<file path="config.mk">
export PLATFORM = sky130hd
export DESIGN_NAME = wp_qualifier
export DESIGN_NICKNAME = d
export VERILOG_FILES = /design/src/rtl/wpq_pkg.sv /design/src/rtl/wpq_decode.sv /design/src/rtl/wpq_eval.sv /design/src/rtl/wpq_ctrl.sv /design/src/rtl/wp_qualifier.sv
export SDC_FILE = /design/constraint.sdc
export NUM_CORES = 1
export LEC_CHECK = 0
export CAP_MARGIN = 20
export CORE_MARGIN = 2
export CORE_UTILIZATION = 35
export DETAILED_ROUTE_END_ITERATION = 8
export GPL_TIMING_DRIVEN = 0
export HOLD_SLACK_MARGIN = 0.1
export PLACE_DENSITY = 0.83
export SETUP_SLACK_MARGIN = 0.1
export SYNTH_ARGS = -nofsm -noshare
export SYNTH_HDL_FRONTEND = slang
export SYNTH_SLANG_ARGS = --single-unit
</file>
<file path="constraint.sdc">
create_clock -name clk -period 2.81 [get_ports clk]
set_input_delay 0.562 -clock clk [delete_from_list [all_inputs] [get_ports clk]]
set_output_delay 0.562 -clock clk [all_outputs]
set_load 0.005 [all_outputs]
</file>
<file path="src/rtl/wpq_pkg.sv">
package wpq_pkg;

    typedef enum logic {
        ST_IDLE = 1'b0,
        ST_BUSY = 1'b1
    } wpq_state_e;

    // Verdict inputs for one request
    typedef struct packed {
        logic in_top;    // sector lies in the top boot group
        logic soft_lock; // lock bit of the sector's block
        logic pin_low;   // the group's hardware pin is asserted
    } prot_info_t;

    function automatic logic is_blocked(input prot_info_t p);
        return p.soft_lock | p.pin_low;
    endfunction

endpackage

</file>
<file path="src/rtl/wpq_decode.sv">
module wpq_decode #(
    parameter int SECTOR_W    = 8,
    parameter int BLK_SHIFT   = 4,
    parameter int TOP_SECTORS = 16,
    localparam int BLK_W       = SECTOR_W - BLK_SHIFT,
    localparam int NUM_SECTORS = 1 << SECTOR_W
) (
    input  logic [SECTOR_W-1:0] sector,
    output logic [BLK_W-1:0]    blk,
    output logic                in_top
);
    localparam int TOP_BASE = NUM_SECTORS - TOP_SECTORS;

    always_comb begin
        blk    = sector[SECTOR_W-1:BLK_SHIFT];
        in_top = (int'(sector) >= TOP_BASE);
    end
endmodule

</file>
<file path="src/rtl/wpq_eval.sv">
module wpq_eval
    import wpq_pkg::*;
#(
    parameter int BLK_W = 4,
    localparam int NUM_BLOCKS = 1 << BLK_W
) (
    input  logic [BLK_W-1:0]      blk,
    input  logic                  in_top,
    input  logic [NUM_BLOCKS-1:0] lock_bits,
    input  logic                  top_prot_n,
    input  logic                  gen_prot_n,
    output logic                  blocked
);
    prot_info_t info;

    always_comb begin
        info.in_top    = in_top;
        info.soft_lock = lock_bits[blk];
        info.pin_low   = in_top ? ~top_prot_n : ~gen_prot_n;
        blocked        = is_blocked(info);
    end
endmodule

</file>
<file path="src/rtl/wpq_ctrl.sv">
module wpq_ctrl
    import wpq_pkg::*;
#(
    parameter int BLK_W = 4
) (
    input  logic             clk,
    input  logic             rst,
    input  logic             req_valid,
    input  logic             blocked,
    input  logic [BLK_W-1:0] blk,
    input  logic             op_done,
    output logic             grant,
    output logic             deny,
    output logic             busy,
    output logic [BLK_W-1:0] active_block
);
    wpq_state_e       state_q;
    logic             grant_q, deny_q;
    logic [BLK_W-1:0] blk_q;
    logic             accept;

    assign accept = req_valid && (state_q == ST_IDLE);

    always_ff @(posedge clk) begin
        if (rst) begin
            state_q <= ST_IDLE;
            grant_q <= 1'b0;
            deny_q  <= 1'b0;
            blk_q   <= '0;
        end else begin
            grant_q <= accept && !blocked;
            deny_q  <= accept && blocked;
            case (state_q)
                ST_IDLE: if (accept && !blocked) begin
                    state_q <= ST_BUSY;
                    blk_q   <= blk;
                end
                ST_BUSY: if (op_done) state_q <= ST_IDLE;
                default: state_q <= ST_IDLE;
            endcase
        end
    end

    assign grant        = grant_q;
    assign deny         = deny_q;
    assign busy         = (state_q == ST_BUSY);
    assign active_block = blk_q;

    // a deny never opens an operation
    a_r7_deny_idle: assert property (@(posedge clk) disable iff (rst)
        deny |-> !busy && !grant);
    // grant only on the first busy cycle
    a_r8_grant_starts_op: assert property (@(posedge clk) disable iff (rst)
        grant |-> $rose(busy));
    // no verdict while an operation is already running
    a_r9_quiet_when_busy: assert property (@(posedge clk) disable iff (rst)
        busy && !op_done |=> !deny && !grant);
    // target held for the whole operation
    a_r10_block_held: assert property (@(posedge clk) disable iff (rst)
        busy && !op_done |=> $stable(active_block));
endmodule

</file>
<file path="src/rtl/wp_qualifier.sv">
module wp_qualifier #(
    parameter int SECTOR_W    = 8,
    parameter int BLK_SHIFT   = 4,
    parameter int TOP_SECTORS = 16,
    localparam int BLK_W      = SECTOR_W - BLK_SHIFT,
    localparam int NUM_BLOCKS = 1 << BLK_W
) (
    input  logic                  clk,
    input  logic                  rst,
    input  logic                  req_valid,
    input  logic [SECTOR_W-1:0]   req_sector,
    input  logic [NUM_BLOCKS-1:0] lock_bits,
    input  logic                  top_prot_n,
    input  logic                  gen_prot_n,
    input  logic                  op_done,
    input  logic [BLK_W-1:0]      rd_block,
    output logic                  rd_lock,
    output logic                  grant,
    output logic                  deny,
    output logic                  busy,
    output logic [BLK_W-1:0]      active_block
);
    logic [BLK_W-1:0] dec_blk;
    logic             dec_top;
    logic             blocked;

    wpq_decode #(.SECTOR_W(SECTOR_W), .BLK_SHIFT(BLK_SHIFT), .TOP_SECTORS(TOP_SECTORS)) u_dec (
        .sector (req_sector),
        .blk    (dec_blk),
        .in_top (dec_top)
    );

    wpq_eval #(.BLK_W(BLK_W)) u_eval (
        .blk        (dec_blk),
        .in_top     (dec_top),
        .lock_bits  (lock_bits),
        .top_prot_n (top_prot_n),
        .gen_prot_n (gen_prot_n),
        .blocked    (blocked)
    );

    wpq_ctrl #(.BLK_W(BLK_W)) u_ctrl (
        .clk          (clk),
        .rst          (rst),
        .req_valid    (req_valid),
        .blocked      (blocked),
        .blk          (dec_blk),
        .op_done      (op_done),
        .grant        (grant),
        .deny         (deny),
        .busy         (busy),
        .active_block (active_block)
    );

    // readback is the register value, untouched by the pins
    assign rd_lock = lock_bits[rd_block];

    // top pin low denies top boot sectors
    a_r2_top_pin: assert property (@(posedge clk) disable iff (rst)
        req_valid && !busy && dec_top && !top_prot_n |=> deny && !grant);
    // general pin low denies the rest
    a_r3_gen_pin: assert property (@(posedge clk) disable iff (rst)
        req_valid && !busy && !dec_top && !gen_prot_n |=> deny && !grant);
    // nothing active right after reset
    a_r1_reset_clear: assert property (@(posedge clk)
        $past(rst) |-> !grant && !deny && !busy);
endmodule

</file>
Yosys cells after proc, flatten, opt, wreduce, memory -nomap -nowiden
Index checks and enable logic that the tools add are counted.
{ "word_totals": {"reg_bits": 7, "input_bits": 34, "elab_cells": 24} }
{ "op_classes": {"order_cmp": 3, "mux": 8, "n_bitwise": 4, "n_reduce_logical": 5} }
{ "ops": {"columns": ["op", "count"], "rows": [
  ["$lt A4 B5 Y1 const B", 2],
  ["$bmux W1 S4", 2],
  ["$ge A8 B8 Y1 const B", 1],
  ["$mux W1", 5],
  ["$logic_and A1 B1 Y1", 3],
  ["$not A1 Y1", 3],
  ["$pmux W1 S2", 1],
  ["$reduce_and A2 Y1", 1],
  ["$logic_not A1 Y1", 1],
  ["$or A1 B1 Y1", 1]
]} }

Logic depth before layout (Yosys ltp)
{ "logic_depth": {"ltp_word": 7, "ltp_mapped": 6, "mapped_depth_nobuf": 5} }

Hierarchy
A second synthesis with hierarchy kept.
{ "hier_totals": {"hier_cells": 54, "area_unflattened_um2": 629.4} }
{ "modules_own_cells": {"columns": ["mod", "instances", "cells_per_inst", "area_each_um2", "seq_area_each_um2"], "rows": [
  ["wpq_ctrl", 1, 25, 290.3, 140.1],
  ["wpq_eval", 1, 17, 165.2, 0.0],
  ["wp_qualifier", 1, 7, 135.1, 0.0],
  ["wpq_decode", 1, 5, 38.8, 0.0]
]} }

Worst setup path before layout
OpenSTA, ideal clock, no wires.
{ "synth_path": {"kind": "input port to output port", "startpoint": "in rd_block[0]", "endpoint": "out rd_lock", "t_arrival_ps": 1498, "t_required_ps": 2248, "slack_ps": 750, "stages": 2, "n_path_buf": 0, "path_cell_list": "mux4_2 -> mux4_2"} }
{ "synth_between": {"elab_chain_len": 2} }
{ "synth_rtl": {"columns": ["item", "line", "text"], "rows": [
  ["start, declared", "wp_qualifier.sv:16", "input logic [BLK_W-1:0] rd_block,"],
  ["$bmux W1 S4", "wp_qualifier.sv:56", "assign rd_lock = lock_bits[rd_block];"],
  ["$mux W1 (not written as such)", "wp_qualifier.sv:56", null],
  ["end, declared", "wp_qualifier.sv:17", "output logic rd_lock,"]
]} }
Every way passes these cells. The select of a mux whose other input is x is not followed.

Final worst setup path
{ "layout_path": {"startpoint": "in lock_bits[12]", "endpoint": "out rd_lock"} }
{ "layout_between": {"elab_chain_len": 2} }
{ "layout_rtl": {"columns": ["item", "line", "text"], "rows": [
  ["start, declared", "wp_qualifier.sv:12", "input logic [NUM_BLOCKS-1:0] lock_bits,"],
  ["$bmux W1 S4", "wp_qualifier.sv:56", null],
  ["$mux W1 (not written as such)", "wp_qualifier.sv:56", null]
]} }
Every way passes these cells. The select of a mux whose other input is x is not followed.

==> summary.md <==
| Metric | Value |
|---|---|
| Run status | finished, final reports clean |
| Fin util | 0.641 |
| Crit end category | output port |
| # clock sinks | 7 |
| M1 GR Usage | 0.222 |
| Hpwl dp | 1.27 mm |
| Seq/Total Area, Yosys | 0.253 |
| N_diodes | 0 |
| FF+latch count, synth | 7 |
| FF-to-FF Start | u_ctrl.busy$_SDFF_PP0_ |
| Pleak | between 0.0003 and 0.0004 uW |
| RSZ-0062 raised after global routing | no |
| Initial Util | 0.372 |
| RR Endpoint | u_ctrl.active_block[3]$_SDFFE_PP0P_ |
| Clock Pin Slew Worst Setup and Hold Paths | around 50 ps |
| Later-pin clock latency in the skew report | around 260 ps |
| Worst slew pin tran | 273 ps |
| Hold EP | u_ctrl.active_block[3]$_SDFFE_PP0P_ |
| Critical path type | in -> out |
| Worst setup margin | approximately 160 ps |
| Root Buffer Master | clkbuf_4 |
| Die W | 43.8 microns |
| Met3 Track Usage GR | 0.0542 |
| Row cnt | 14 |
| Io pins | 42 |
| Initial DRC Count | 8 |
| WHS Path Cells | 1 |
| Antenna violations before repair | 0 |
| GR peak layer | met2 |
| Worst slew margin relative to its limit | 0.813 |
| CP cell instances | clkdlybuf4s50_1 -> mux4_2 -> mux4_2 -> buf_2 |
| Hold Slack | 479 ps |
| Largest cells by area after synthesis | mux4_2 (28%), dfxtp_1 (25%), a221oi_2 (5.4%) |
| Drt total wl | ~1.5 mm |
| Netlist cell types | 24 |
| Synth Flop Type | dfxtp_1 |
| Clk_skew | 6.00 ps |
| Element type at the critical path start | input pin |
| Global-route wire length before repair | about 2.4 mm |
| Post-synth ARST share | 0 |
| Layout cells sized above 1 | 0.227 |
| Reg2reg path depth | 3 |
| Met2 GRT Util | 0.294 |
| Cells after Synth | 48 |
| Worst hold path class | reg -> reg |
| Post-CTS Setup Inserts | 0 |
| Synth top cells by count | dfxtp_1 (7), mux4_2 (7), a21oi_1 (4), nand3_1 (3), o21ai_0 (3) |
| Vias | roughly 580 |
| Max VDD drop | ~0.2 mV |
| Placed Instance Area | between 900 and 1000 sq um |
| Routed vias/inst | approximately 5.6 |
| Max cap viols | 0 |
| Syn Area/Cell | around 12 sq um |
| Mapped Nets | a little over 80 |
| Core ar. | approximately 1500 sq um |
| Gr usage total | 0.186 |
| Crit path buf inv count | 2 |
| Pins Over Slew Limit | 0 |
| CTS tree | built |
| Routability cong. | between 0.7 and 0.8 |
| WL/cell | roughly 15 microns |
| Fmax | between 300 and 400 MHz |
| Final antenna-violating net count | 0 |
| Port bufs | 36 |
| P per Cell Area | about 330 nW/um^2 |
| Pin count of the biggest net entering global routing | 10 |
| Crit-path slowest cell | mux4_2 |
| Post-synth EDFFs | 0 |
| DIE AREA | 1920 sq um |
| Leading area contributor after synthesis | mux4_2 |
| Congestion Overflow GR | 0 |
| Cell area after synthesis | about 550 sq um |
| CP Max Fanout | 2 |
| # hold bufs at CTS | 0 |
| Area added between synthesis and finish | 72.2% |
| Drt first pass iters | 4 |
| Crit path max-delay family | multiplexers |
| CP Data Arrival Time | around 2100 ps |
| Fin Setup TNS | 0 ps |
| Data required time of the worst path | 2250 ps |
| Clk buf depth | 2 |
| NumNets Final | between 100 and 150 |
| Synth top area share | 0.284 |
| Setup WS pre-CTS | -465 ps |
| Synth warn | 0 |
| Htree depth | 1 |
| Hold_sp | u_ctrl.active_block[3]$_SDFFE_PP0P_ |
| Critical path's most frequent cell | mux4_2 |
| Final cycle utilization of the critical path | 0.944 |
| Hold Fails Final Rpt | 0 |
| Die Y | ~44 microns |
| Finished Cell Area | 955 sq um |
| Vias in the first global route | 546 |
| Fin crit period | between 2000 and 3000 ps |
| Slowest cell delay on critical path | approximately 500 ps |
| Final setup violation count | 0 |
| Worst reg-to-reg setup slack | 1730 ps |
| DRC | 0 |
| Cts repair resizes | 7 |
| Num CTS Buffers | 3 |
## how the worst max path moves through the flow
stage               cells after the start  endpoint  slack (ps)     startpoint
floorplan                               2   rd_lock         750    rd_block[0]
global placement                        4   rd_lock        -410    rd_block[0]
detailed placement                      4   rd_lock        -470    rd_block[0]
CTS                                     4   rd_lock         150  lock_bits[14]
global route                            4   rd_lock         100    rd_block[0]
finish                                  4   rd_lock         160  lock_bits[12]
## kinds of logic (layout without fill, tap and decap cells)
kind of cell / count (synthesis) / count (layout) / synth area share
AO/OA/AOI/OAI: 14 / 14 / 0.203
buffers and inverters: 3 / 43 / 0.0339
flip-flops: 7 / 7 / 0.253
multiplexers: 11 / 11 / 0.363
AND/OR/NAND/NOR: 13 / 13 / 0.147
## report_power, final
group	leakage (uW)	internal, uW	switching, uW	total (uW)
Combinational	0.000282	75.4	39.2	115
Clock	0.0000150	54.5	41.6	96.1
Sequential	0.0000570	104	2.06	106
Total	0.000354	234	82.8	317
## state kept, by name (all words and copies together), names as in the netlist
signal               flops
u_ctrl.busy              1
u_ctrl.active_block      4
u_ctrl.grant             1
u_ctrl.deny              1
## final cells by class
cell class / instances / area (sq um)
flip-flops and latches: 7 / 140
multi-input cells: 38 / 395
clock buffers: 4 / 26.3
repair buffers: 36 / 354
well taps: 16 / 20.0
inverters: 2 / 7.51
plain buffers: 1 / 11.3
fillers: 134 / 534
## cell usage in the layout, fill, tap and decap left out, drive strengths merged
master / netlist / layout
mux2: 3 / 3
and4: 1 / 1
nor3: 2 / 2
clkdlybuf4s50: 0 / 33
clkbuf: 0 / 4
o211a: 1 / 1
nand2: 1 / 1
nand3: 3 / 3
a21oi: 4 / 4
o21ai: 3 / 3
and2b: 2 / 2
inv: 2 / 2
nand3b: 1 / 1
a221oi: 2 / 2
dfxtp: 7 / 7
dlygate4sd2: 0 / 1
nand2b: 2 / 2
mux4: 7 / 7
buf: 1 / 2
clkdlybuf4s15: 0 / 1
o221ai: 1 / 1
o221a: 1 / 1
mux2i: 1 / 1
and2: 1 / 1
a31o: 2 / 2
## layer usage
layer  share of wire  up-vias
met2            0.51       21
met4           0.026        0
met5               0        -
met1            0.39      275
li1                -      282
met3           0.074        5
## stage by stage
stage,total power (uW),instances
2_1_floorplan,158,48
3_3_place_gp,223,100
3_5_place_dp,227,100
4_1_cts,320,104
5_1_grt,334,104
6_report,317,104
Power figures use the tool's default switching activity.
